`config.mk`:
```
export PLATFORM = sky130hd
export DESIGN_NAME = iso_period_tracker
export DESIGN_NICKNAME = d
export VERILOG_FILES = /design/src/rtl/iso_align_pkg.sv /design/src/rtl/iso_align_ctl.sv /design/src/rtl/iso_period_dp.sv /design/src/rtl/iso_period_tracker.sv
export SDC_FILE = /design/constraint.sdc
export NUM_CORES = 1
export LEC_CHECK = 0
export BUFFER_PORTS_ARGS = -buffer_cell sky130_fd_sc_hd__buf_2
export CAP_MARGIN = 10
export CORE_UTILIZATION = 47
export CTS_CLUSTER_SIZE = 8
export DETAILED_ROUTE_END_ITERATION = 7
export HOLD_SLACK_MARGIN = 0.12
export PLACE_DENSITY = 0.82
export SYNTH_ARGS = -nofsm -noshare
export SYNTH_HDL_FRONTEND = slang
export SYNTH_SLANG_ARGS = --single-unit
```
`constraint.sdc`:
```
create_clock -name clk -period 2.9 [get_ports clk]
set_input_delay 0.29 -clock clk [delete_from_list [all_inputs] [get_ports clk]]
set_output_delay 0.29 -clock clk [all_outputs]
set_load 0.01 [all_outputs]
```
`src/rtl/iso_align_pkg.sv`:
```
package iso_align_pkg;
  // Largest legal offset carried in the reply low byte
  localparam logic [7:0] MAX_OFFSET = 8'h41;

  // Strobes from alignment control to the period datapath
  typedef struct packed {
    logic       reAlign;   // load counter from offset
    logic       markLost;  // reply rejected, flag unaligned
    logic [7:0] offset;    // accepted offset in clocks
  } alignCmdT;

  typedef enum logic [1:0] {
    ST_IDLE = 2'd0,
    ST_REQ  = 2'd1,
    ST_WAIT = 2'd2
  } alignStateT;
endpackage

```
`src/rtl/iso_align_ctl.sv`:
```
module iso_align_ctl
  import iso_align_pkg::*;
(
  input  logic        clk,
  input  logic        rstN,
  input  logic        alignStart,
  input  logic        alignAck,
  input  logic [31:0] replyData,
  input  logic        replyFirst,
  output logic        alignReq,
  output alignCmdT    cmd
);
  alignStateT state, stateNext;
  logic [7:0] lowByte;
  logic       unusedUpper;

  assign lowByte     = replyData[7:0];
  assign unusedUpper = ^replyData[31:8];
  assign alignReq    = (state == ST_REQ);

  always_comb begin
    stateNext = state;
    unique case (state)
      ST_IDLE: if (alignStart) stateNext = ST_REQ;
      ST_REQ:  if (alignAck)   stateNext = ST_WAIT;
      ST_WAIT: if (replyFirst) stateNext = ST_IDLE;
      default: stateNext = ST_IDLE;
    endcase
  end

  always_comb begin
    cmd = '0;
    if (state == ST_WAIT && replyFirst) begin
      if (lowByte <= MAX_OFFSET) begin
        cmd.reAlign = 1'b1;
        cmd.offset  = lowByte;
      end else begin
        cmd.markLost = 1'b1;
      end
    end
  end

  always_ff @(posedge clk) begin
    if (!rstN) state <= ST_IDLE;
    else       state <= stateNext;
  end


  req_held_chk: assert property (@(posedge clk) disable iff (!rstN)
    (alignReq && !alignAck) |=> alignReq);


  req_drop_chk: assert property (@(posedge clk) disable iff (!rstN)
    (alignReq && alignAck) |=> !alignReq);
endmodule

```
`src/rtl/iso_period_dp.sv`:
```
module iso_period_dp
  import iso_align_pkg::*;
#(
  parameter int PERIOD_LEN = 100,
  parameter int BUDGET     = 4,
  parameter int DOWN_SHIFT = 0
) (
  input  logic     clk,
  input  logic     rstN,
  input  alignCmdT cmd,
  input  logic     reqValid,
  output logic     reqGrant,
  output logic     periodStart,
  output logic     unaligned
);
  localparam int CW = (PERIOD_LEN > 1) ? $clog2(PERIOD_LEN) : 1;
  localparam int UW = $clog2(BUDGET + 1);
  localparam logic [CW-1:0] LAST = CW'(PERIOD_LEN - 1);

  logic [CW-1:0] cnt, loadVal;
  logic [UW-1:0] usedCnt, effUsed;
  int            shiftSum;

  // Offset counts from the reply data phase; zero starts a period next cycle
  always_comb begin
    shiftSum = int'(cmd.offset) + DOWN_SHIFT;
    if (shiftSum == 0) loadVal = '0;
    else               loadVal = CW'(PERIOD_LEN - shiftSum);
  end

  assign periodStart = (cnt == '0);
  assign effUsed     = periodStart ? '0 : usedCnt;
  assign reqGrant    = reqValid && (effUsed < UW'(BUDGET));

  always_ff @(posedge clk) begin
    if (!rstN) begin
      cnt       <= '0;
      usedCnt   <= '0;
      unaligned <= 1'b1;
    end else begin
      if (cmd.reAlign)      cnt <= loadVal;
      else if (cnt == LAST) cnt <= '0;
      else                  cnt <= cnt + CW'(1);
      usedCnt <= effUsed + UW'(reqGrant);
      if (cmd.reAlign)       unaligned <= 1'b0;
      else if (cmd.markLost) unaligned <= 1'b1;
    end
  end


  wrap_chk: assert property (@(posedge clk) disable iff (!rstN)
    (cnt == LAST && !cmd.reAlign) |=> periodStart);


  grant_valid_chk: assert property (@(posedge clk) disable iff (!rstN)
    reqGrant |-> reqValid);


  budget_cap_chk: assert property (@(posedge clk) disable iff (!rstN)
    usedCnt <= UW'(BUDGET));


  reload_chk: assert property (@(posedge clk) disable iff (!rstN)
    (periodStart && reqValid) |-> reqGrant);


  lost_keeps_chk: assert property (@(posedge clk) disable iff (!rstN)
    cmd.markLost |=> unaligned &&
      cnt == (($past(cnt) == LAST) ? '0 : $past(cnt) + CW'(1)));


  realign_flag_chk: assert property (@(posedge clk) disable iff (!rstN)
    cmd.reAlign |=> !unaligned);
endmodule

```
`src/rtl/iso_period_tracker.sv`:
```
module iso_period_tracker
  import iso_align_pkg::*;
#(
  parameter int PERIOD_LEN = 100,
  parameter int BUDGET     = 4,
  parameter int DOWN_SHIFT = 0
) (
  input  logic        clk,
  input  logic        rstN,
  input  logic        alignStart,
  output logic        alignReq,
  input  logic        alignAck,
  input  logic [31:0] replyData,
  input  logic        replyFirst,
  input  logic        reqValid,
  output logic        reqGrant,
  output logic        periodStart,
  output logic        unaligned
);
  alignCmdT cmd;

  iso_align_ctl uCtl (
    .clk        (clk),
    .rstN       (rstN),
    .alignStart (alignStart),
    .alignAck   (alignAck),
    .replyData  (replyData),
    .replyFirst (replyFirst),
    .alignReq   (alignReq),
    .cmd        (cmd)
  );

  iso_period_dp #(
    .PERIOD_LEN (PERIOD_LEN),
    .BUDGET     (BUDGET),
    .DOWN_SHIFT (DOWN_SHIFT)
  ) uDp (
    .clk         (clk),
    .rstN        (rstN),
    .cmd         (cmd),
    .reqValid    (reqValid),
    .reqGrant    (reqGrant),
    .periodStart (periodStart),
    .unaligned   (unaligned)
  );
endmodule

```
==> metrics.cfg, run 1 <==
[sta]
slew_headroom=0.7256
fin_crit_ns=2.384
max_freq_mhz=419.4
rsz0062_at_grt=false
post-route-period-util=0.8222
worst_slew_pin_slew_ns=0.4093
setup_slack_ns=0.5157
setup_viol=0
clock_skew_ns=0.0004285
final_max_slew_viol_count=0
setup_tns_ns=0
final_hold_viol_count=0

[worst_setup_path]
end_kind=flop
cp_max_fo=11
worstReg2RegStart=uCtl.state[1]
worstReg2RegEnd=uDp.cnt[3]
crit_arrival_ns=2.62
worst_r2r_path_depth=9
cpMaxStageDelayCell=o21a_1
cpPeakStageDelay_ns=0.43
reg2reg_slack_ns=0.52
cp_cell_sequence=nand2_1 > nor3_2 > o21a_1 > nand2_1 > ha_1 > a21oi_1 > a21oi_1 > o22ai_1 > and2_1
crit_required_ns=3.13
setup.worst_path.class=reg2reg
start_kind=flop

[clock_network]
cts_resized=0
cts_tree=built
cts.path.max_buffers=2
insertion_delay_ns=0.28
postCtsHoldBufs=0
clockRootBuffer=clkbuf_4
numCtsBuffers=3
clk_pin_slew_ns=0.08
clock_sinks=13
cts_max_level=1
post_cts_buffers=0

[power]
power.density_nw_per_um2=399.1
p_comb_frac=0.173
p_sw_frac=0.2772
intPower_uw=270.0
p_seq_frac=0.517
p_clk_frac=0.310
p_sw_uw=103.6
irDropWorstVdd_uv=305.3
power_leakage_uw=0.0004024

[floorplan]
start_util=0.5249
core_region_area_um2=1559
ios=42
die_x_um=43.73
die_y_um=43.73
dieArea_um2=1912
core.rowCount=14

[cells_and_area]
mostFrequentLayoutCell=buf_2
diodes=0
final_cell_mix=17 x buf_2, 13 x dfxtp_1, 11 x and2_1, 8 x nand2_1
drive_above_1_share=0.2222
utilization=0.6003
syn_to_final_growth_pct=14.37
final_nets=161

[routing]
drtAntennaViolNets=0
post_drt_wl_per_cell_um=11.62
via_count=718
dr.pass1.iters=4
vias_per_cell=5.398
drc_errors=0
drt_wl_total_mm=1.545
drt-initial-drc-count=10

[yosys]
netlist_area_um2=818.3
synth-edff-count=0
yosys_warnings=0
synth_flop_cell=dfxtp_1
synth_nets=141
syn_avg_cell_area_um2=8.350
ys_seq_area_frac=0.3180
yosys.cell_types.count=33
netlist_instances=98
ys_ff_latch=13
async_flop_share=0

[placement]
io_buffers=17
place_congestion=0.8495
dp_hpwl_mm=1.212
dp_slack_ns=0.4739

[grt]
antenna_found_initial=0
grt_use_total=0.1945
grt_pass1_wl_mm=2.691
first_global_vias=668
grt_overflow=0
grt_max_degree=14

[outcome]
outcome=completed

[worst_hold_path]
hp-class=in2reg
hp-start=replyData[0]
whs_path_depth=3
hold_path_end=uDp.cnt[0]

[flow_run]
maxCapViolCount=0

[critical path: cells and delay by family, from the launching register on]
| kind | cells | cell delay [ns] |
|---|---|---|
| adders and majority gates | 1 | 0.24 |
| and+or+nand+nor | 4 | 0.69 |
| DFF | 1 | 0.39 |
| AOI/OAI and AO/OA | 4 | 1.02 |
[metal layers]
layer | wire, um | up-vias | track usage | share of wire
li1 | - | 378 | - | -
met1 | 717 | 323 | 0.2326 | 0.46
met2 | 728 | 15 | 0.3134 | 0.47
met3 | 85 | 2 | 0.08750 | 0.055
met4 | 14 | 0 | 0.05625 | 0.0091
met5 | 0 | - | 0 | 0
[registers in the layout (all words and copies together) (netlist names)]
| signal | count |
|---|---|
| uDp.usedCnt | 3 |
| uDp.unaligned | 1 |
| uDp.cnt | 7 |
| uCtl.state | 2 |
[cell usage after synthesis, types with 2 or more instances]
cell type | n | area, um^2
nand3_1 | 7 | 35.03
nor2_1 | 5 | 18.77
nor2b_1 | 3 | 18.77
a21oi_1 | 2 | 10.01
nor3_1 | 2 | 10.01
inv_1 | 6 | 22.52
and2_1 | 11 | 68.82
dfxtp_1 | 13 | 260.3
ha_1 | 5 | 62.56
or3_1 | 2 | 12.51
xnor2_1 | 7 | 61.31
nand2_1 | 8 | 30.03
o21ai_0 | 6 | 30.03
o22ai_1 | 2 | 12.51
[cells by family after synthesis]
kind of cell    share of synthesized area
flops                              0.3180
fa+ha+maj                         0.07645
mux                               0.01223
simple gates                       0.3165
xor+xnor                          0.08563
buf+inv                           0.04586
compound gates                     0.1453
[power by group through the flow]
stage          Clock [uW]  Sequential, uW  Combinational, uW
2_1_floorplan           0             196               41.5
3_3_place_gp            0             197               62.8
3_5_place_dp            0             197               64.5
4_1_cts               120             193               64.9
5_1_grt               127             194               73.3
6_report              116             193               64.7
[layout make-up]
cell class / count / area, um^2
fillers: 136 / 623.1
multi-input cells: 77 / 520.5
flip-flops and latches: 13 / 260.3
repair buffers: 17 / 85.08
clock buffers: 3 / 22.52
inverters: 6 / 22.52
well taps: 16 / 20.02
clock inverters: 1 / 5.005
[through the flow]
stage	total power (uW)	cells	cell area, um^2	hold WS (ns)
6_report	373.5	133	935.9	0.2762
5_1_grt	394.7	133	935.9	0.2557
4_1_cts	378.1	133	935.9	0.2622
3_5_place_dp	261.9	129	908.4	0.4744
3_3_place_gp	259.7	129	908.4	0.4718
2_1_floorplan	237.4	98	818.3	0.4364
[worst max path at each step]
stage | from | end | slack [ns] | cells after the start
2_1_floorplan | replyData[2] | uDp.cnt[6] | 0.99 | 11
3_3_place_gp | replyData[2] | uDp.cnt[6] | 0.56 | 11
3_5_place_dp | replyData[2] | uDp.cnt[6] | 0.47 | 11
4_1_cts | uCtl.state[1] | uDp.cnt[3] | 0.53 | 9
5_1_grt | uCtl.state[1] | uDp.cnt[6] | 0.30 | 10
6_report | uCtl.state[1] | uDp.cnt[3] | 0.52 | 9
Note: power is estimated with default switching activity, not from simulation.
==> run 2: changes to the inputs <==
CORE_UTILIZATION = 40   (was 47)
PLACE_DENSITY = 0.75   (was 0.82)
clock period = 1.91 ns   (was 2.9 ns; I/O delays follow)
==> run 2 against run 1 <==
Net effect:
- maximum frequency grew 38%
- largest cell class unchanged
- final cell count grew 12%
- register-to-register slack lost 0.33 ns
- clock skew grew 0.0054 ns
==> metrics.cfg, run 2 (same netlist as run 1, synthesis figures left out) <==
[worst_hold_path]
hp-class=in2reg  ; unchanged
whs_path_depth=3  ; unchanged

[worst_setup_path]
crit_arrival_ns=1.90  ; was 2.62 ns
end_kind=flop  ; unchanged
cp_max_fo=4  ; was 11
worst_r2r_path_depth=9  ; unchanged
start_kind=flop  ; unchanged
crit_required_ns=2.09  ; was 3.13 ns
setup.worst_path.class=reg2reg  ; unchanged

[cells_and_area]
syn_to_final_growth_pct=24.16  ; was 14.37%
top_register=uDp.cnt  ; unchanged
largest_reg_flops=7  ; unchanged
final_cell_mix=17 x buf_2, 11 x and2_1, 11 x dfxtp_1, 8 x nand2_1  ; was 17 x buf_2, 13 x dfxtp_1, 11 x and2_1, 8 x nand2_1
diodes=0  ; unchanged
final_area_um2=1016  ; was 935.9 um^2
seq_area_um2=262.8  ; was 260.3 um^2
mostFrequentLayoutCell=buf_2  ; unchanged
fillCellCount=169  ; was 136
drive_above_1_share=0.3145  ; was 0.2222
multi_input_area_um2=534.3  ; was 520.5 um^2
final-instance-count-excl-fill=149  ; was 133
top_regs=uDp.cnt (7), uDp.usedCnt (3), uCtl.state (2)  ; unchanged
final_nets=168  ; was 161

[routing]
drc_errors=0  ; unchanged
via_count=766  ; was 718
drtAntennaViolNets=0  ; unchanged
drt-initial-drc-count=12  ; was 10
vias_per_cell=5.141  ; was 5.398
dr.pass1.iters=4  ; unchanged
drt_wl_total_mm=1.762  ; was 1.545 mm
post_drt_wl_per_cell_um=11.83  ; was 11.62 um

[power]
irDropWorstVdd_uv=362.9  ; was 305.3 uV
p_sw_uw=158.5  ; was 103.6 uW
p_comb_frac=0.185  ; was 0.173
p_seq_frac=0.513  ; was 0.517
p_sw_frac=0.2763  ; was 0.2772
power_leakage_uw=0.0004438  ; was 0.0004024 uW
power.density_nw_per_um2=564.7  ; was 399.1 nW/um^2
intPower_uw=415.2  ; was 270.0 uW
p_clk_frac=0.302  ; was 0.310

[sta]
setup_tns_ns=0  ; unchanged
max_freq_mhz=579.2  ; was 419.4 MHz
final_hold_viol_count=0  ; unchanged
final_max_slew_viol_count=0  ; unchanged
post-route-period-util=0.9039  ; was 0.8222
rsz0062_at_grt=false  ; unchanged
slew_headroom=0.7769  ; was 0.7256
worst_slew_pin_slew_ns=0.3319  ; was 0.4093 ns
fin_crit_ns=1.726  ; was 2.384 ns
clock_skew_ns=0.005842  ; was 0.0004285 ns
setup_slack_ns=0.1835  ; was 0.5157 ns
setup_viol=0  ; unchanged

[placement]
place_area_um2=964.7  ; was 908.4 um^2
io_buffers=17  ; unchanged
dp_slack_ns=-0.1691  ; was 0.4739 ns
dp_cells=144  ; was 129
place_congestion=0.8640  ; was 0.8495
dp_hpwl_mm=1.368  ; was 1.212 mm

[grt]
grt_max_degree=14  ; unchanged
antenna_found_initial=0  ; unchanged
grt_pass1_wl_mm=2.780  ; was 2.691 mm
grt_use_total=0.1850  ; was 0.1945
grt_overflow=0  ; unchanged
first_global_vias=654  ; was 668

[floorplan]
dieArea_um2=2231  ; was 1912 um^2
core.rowCount=15  ; was 14
die_y_um=47.23  ; was 43.73 um
start_util=0.4495  ; was 0.5249
ios=42  ; unchanged
core_region_area_um2=1821  ; was 1559 um^2
die_x_um=47.23  ; was 43.73 um

[clock_network]
clk_pin_slew_ns=0.09  ; was 0.08 ns
clock_sinks=13  ; unchanged
cts.path.max_buffers=2  ; unchanged
cts_tree=built  ; unchanged
insertion_delay_ns=0.28  ; about the same
numCtsBuffers=3  ; unchanged
clockRootBuffer=clkbuf_4  ; unchanged
cts_max_level=1  ; unchanged

[flow_run]
maxCapViolCount=0  ; unchanged

[outcome]
outcome=completed  ; unchanged

==> run 2: cell types whose count changed in the layout (fill, tap and decap cells not counted), sizes merged <==
cell and change:
buf +7
==> run 2: repair_timing <==
| item | 4_1_cts | 5_1_grt |
|---|---|---|
| resized for setup | 0 | 7 |
| endpoints found under the setup margin | 0 | 8 |
| hold buffers | 0 | 0 |
| setup buffers | 0 | 1 |
==> run 2: worst paths after layout <==
path / slack [ns] / endpoint / from
worst max register to register: 0.18 / uDp.usedCnt[2] / uDp.cnt[0]
worst max-delay path: 0.18 / uDp.usedCnt[2] / uDp.cnt[0]
worst min-delay path: 0.18 / uDp.cnt[0] / replyData[0]
worst min register to register: 0.45 / uCtl.state[0] / uCtl.state[1]
==> run 2: cell type report <==
| type | instances | area share |
|---|---|---|
| Inverter | 6 | 0.02217 |
| Clock inverter | 1 | 0.004926 |
| Clock buffer | 3 | 0.02217 |
| Tap cell | 25 | 0.03079 |
| Timing Repair Buffer | 24 | 0.1355 |
| Multi-Input combinational cell | 77 | 0.5259 |
| Sequential cell | 13 | 0.2586 |
==> run 2: critical path: stages, from the launching register on <==
cell     delay (ns)
dfxtp_1        0.38
inv_1          0.07
ha_1           0.21
nand3_2        0.08
nand2_1        0.08
and2_1         0.17
ha_1           0.19
ha_1           0.18
xnor2_1        0.12
and2_1         0.14
==> run 2: routing by layer <==
metal / wire, um / GRT usage / up-vias / share of wire
met4: 14 / 0.05143 / 0 / 0.0079
li1: - / - / 390 / -
met3: 65 / 0.06923 / 2 / 0.037
met5: 0 / 0 / - / 0
met1: 795 / 0.2186 / 359 / 0.45
met2: 887 / 0.3123 / 15 / 0.50
==> run 2: power groups by stage <==
stage | Combinational, uW | Sequential [uW] | Clock [uW]
global placement | 100 | 299 | 0
global route | 121 | 296 | 189
CTS | 104 | 294 | 177
detailed placement | 103 | 300 | 0
finish | 106 | 294 | 173
floorplan | 63.0 | 297 | 0
==> run 2: per-stage QoR <==
stage | util | hold WS (ns) | total power, uW
2_1_floorplan | - | 0.3374 | 360.4
3_3_place_gp | 0.5299 | 0.4718 | 399.0
3_5_place_dp | 0.5299 | 0.4799 | 403.1
4_1_cts | 0.5450 | 0.1732 | 574.7
5_1_grt | 0.5581 | 0.1700 | 606.4
6_report | 0.5581 | 0.1816 | 573.7
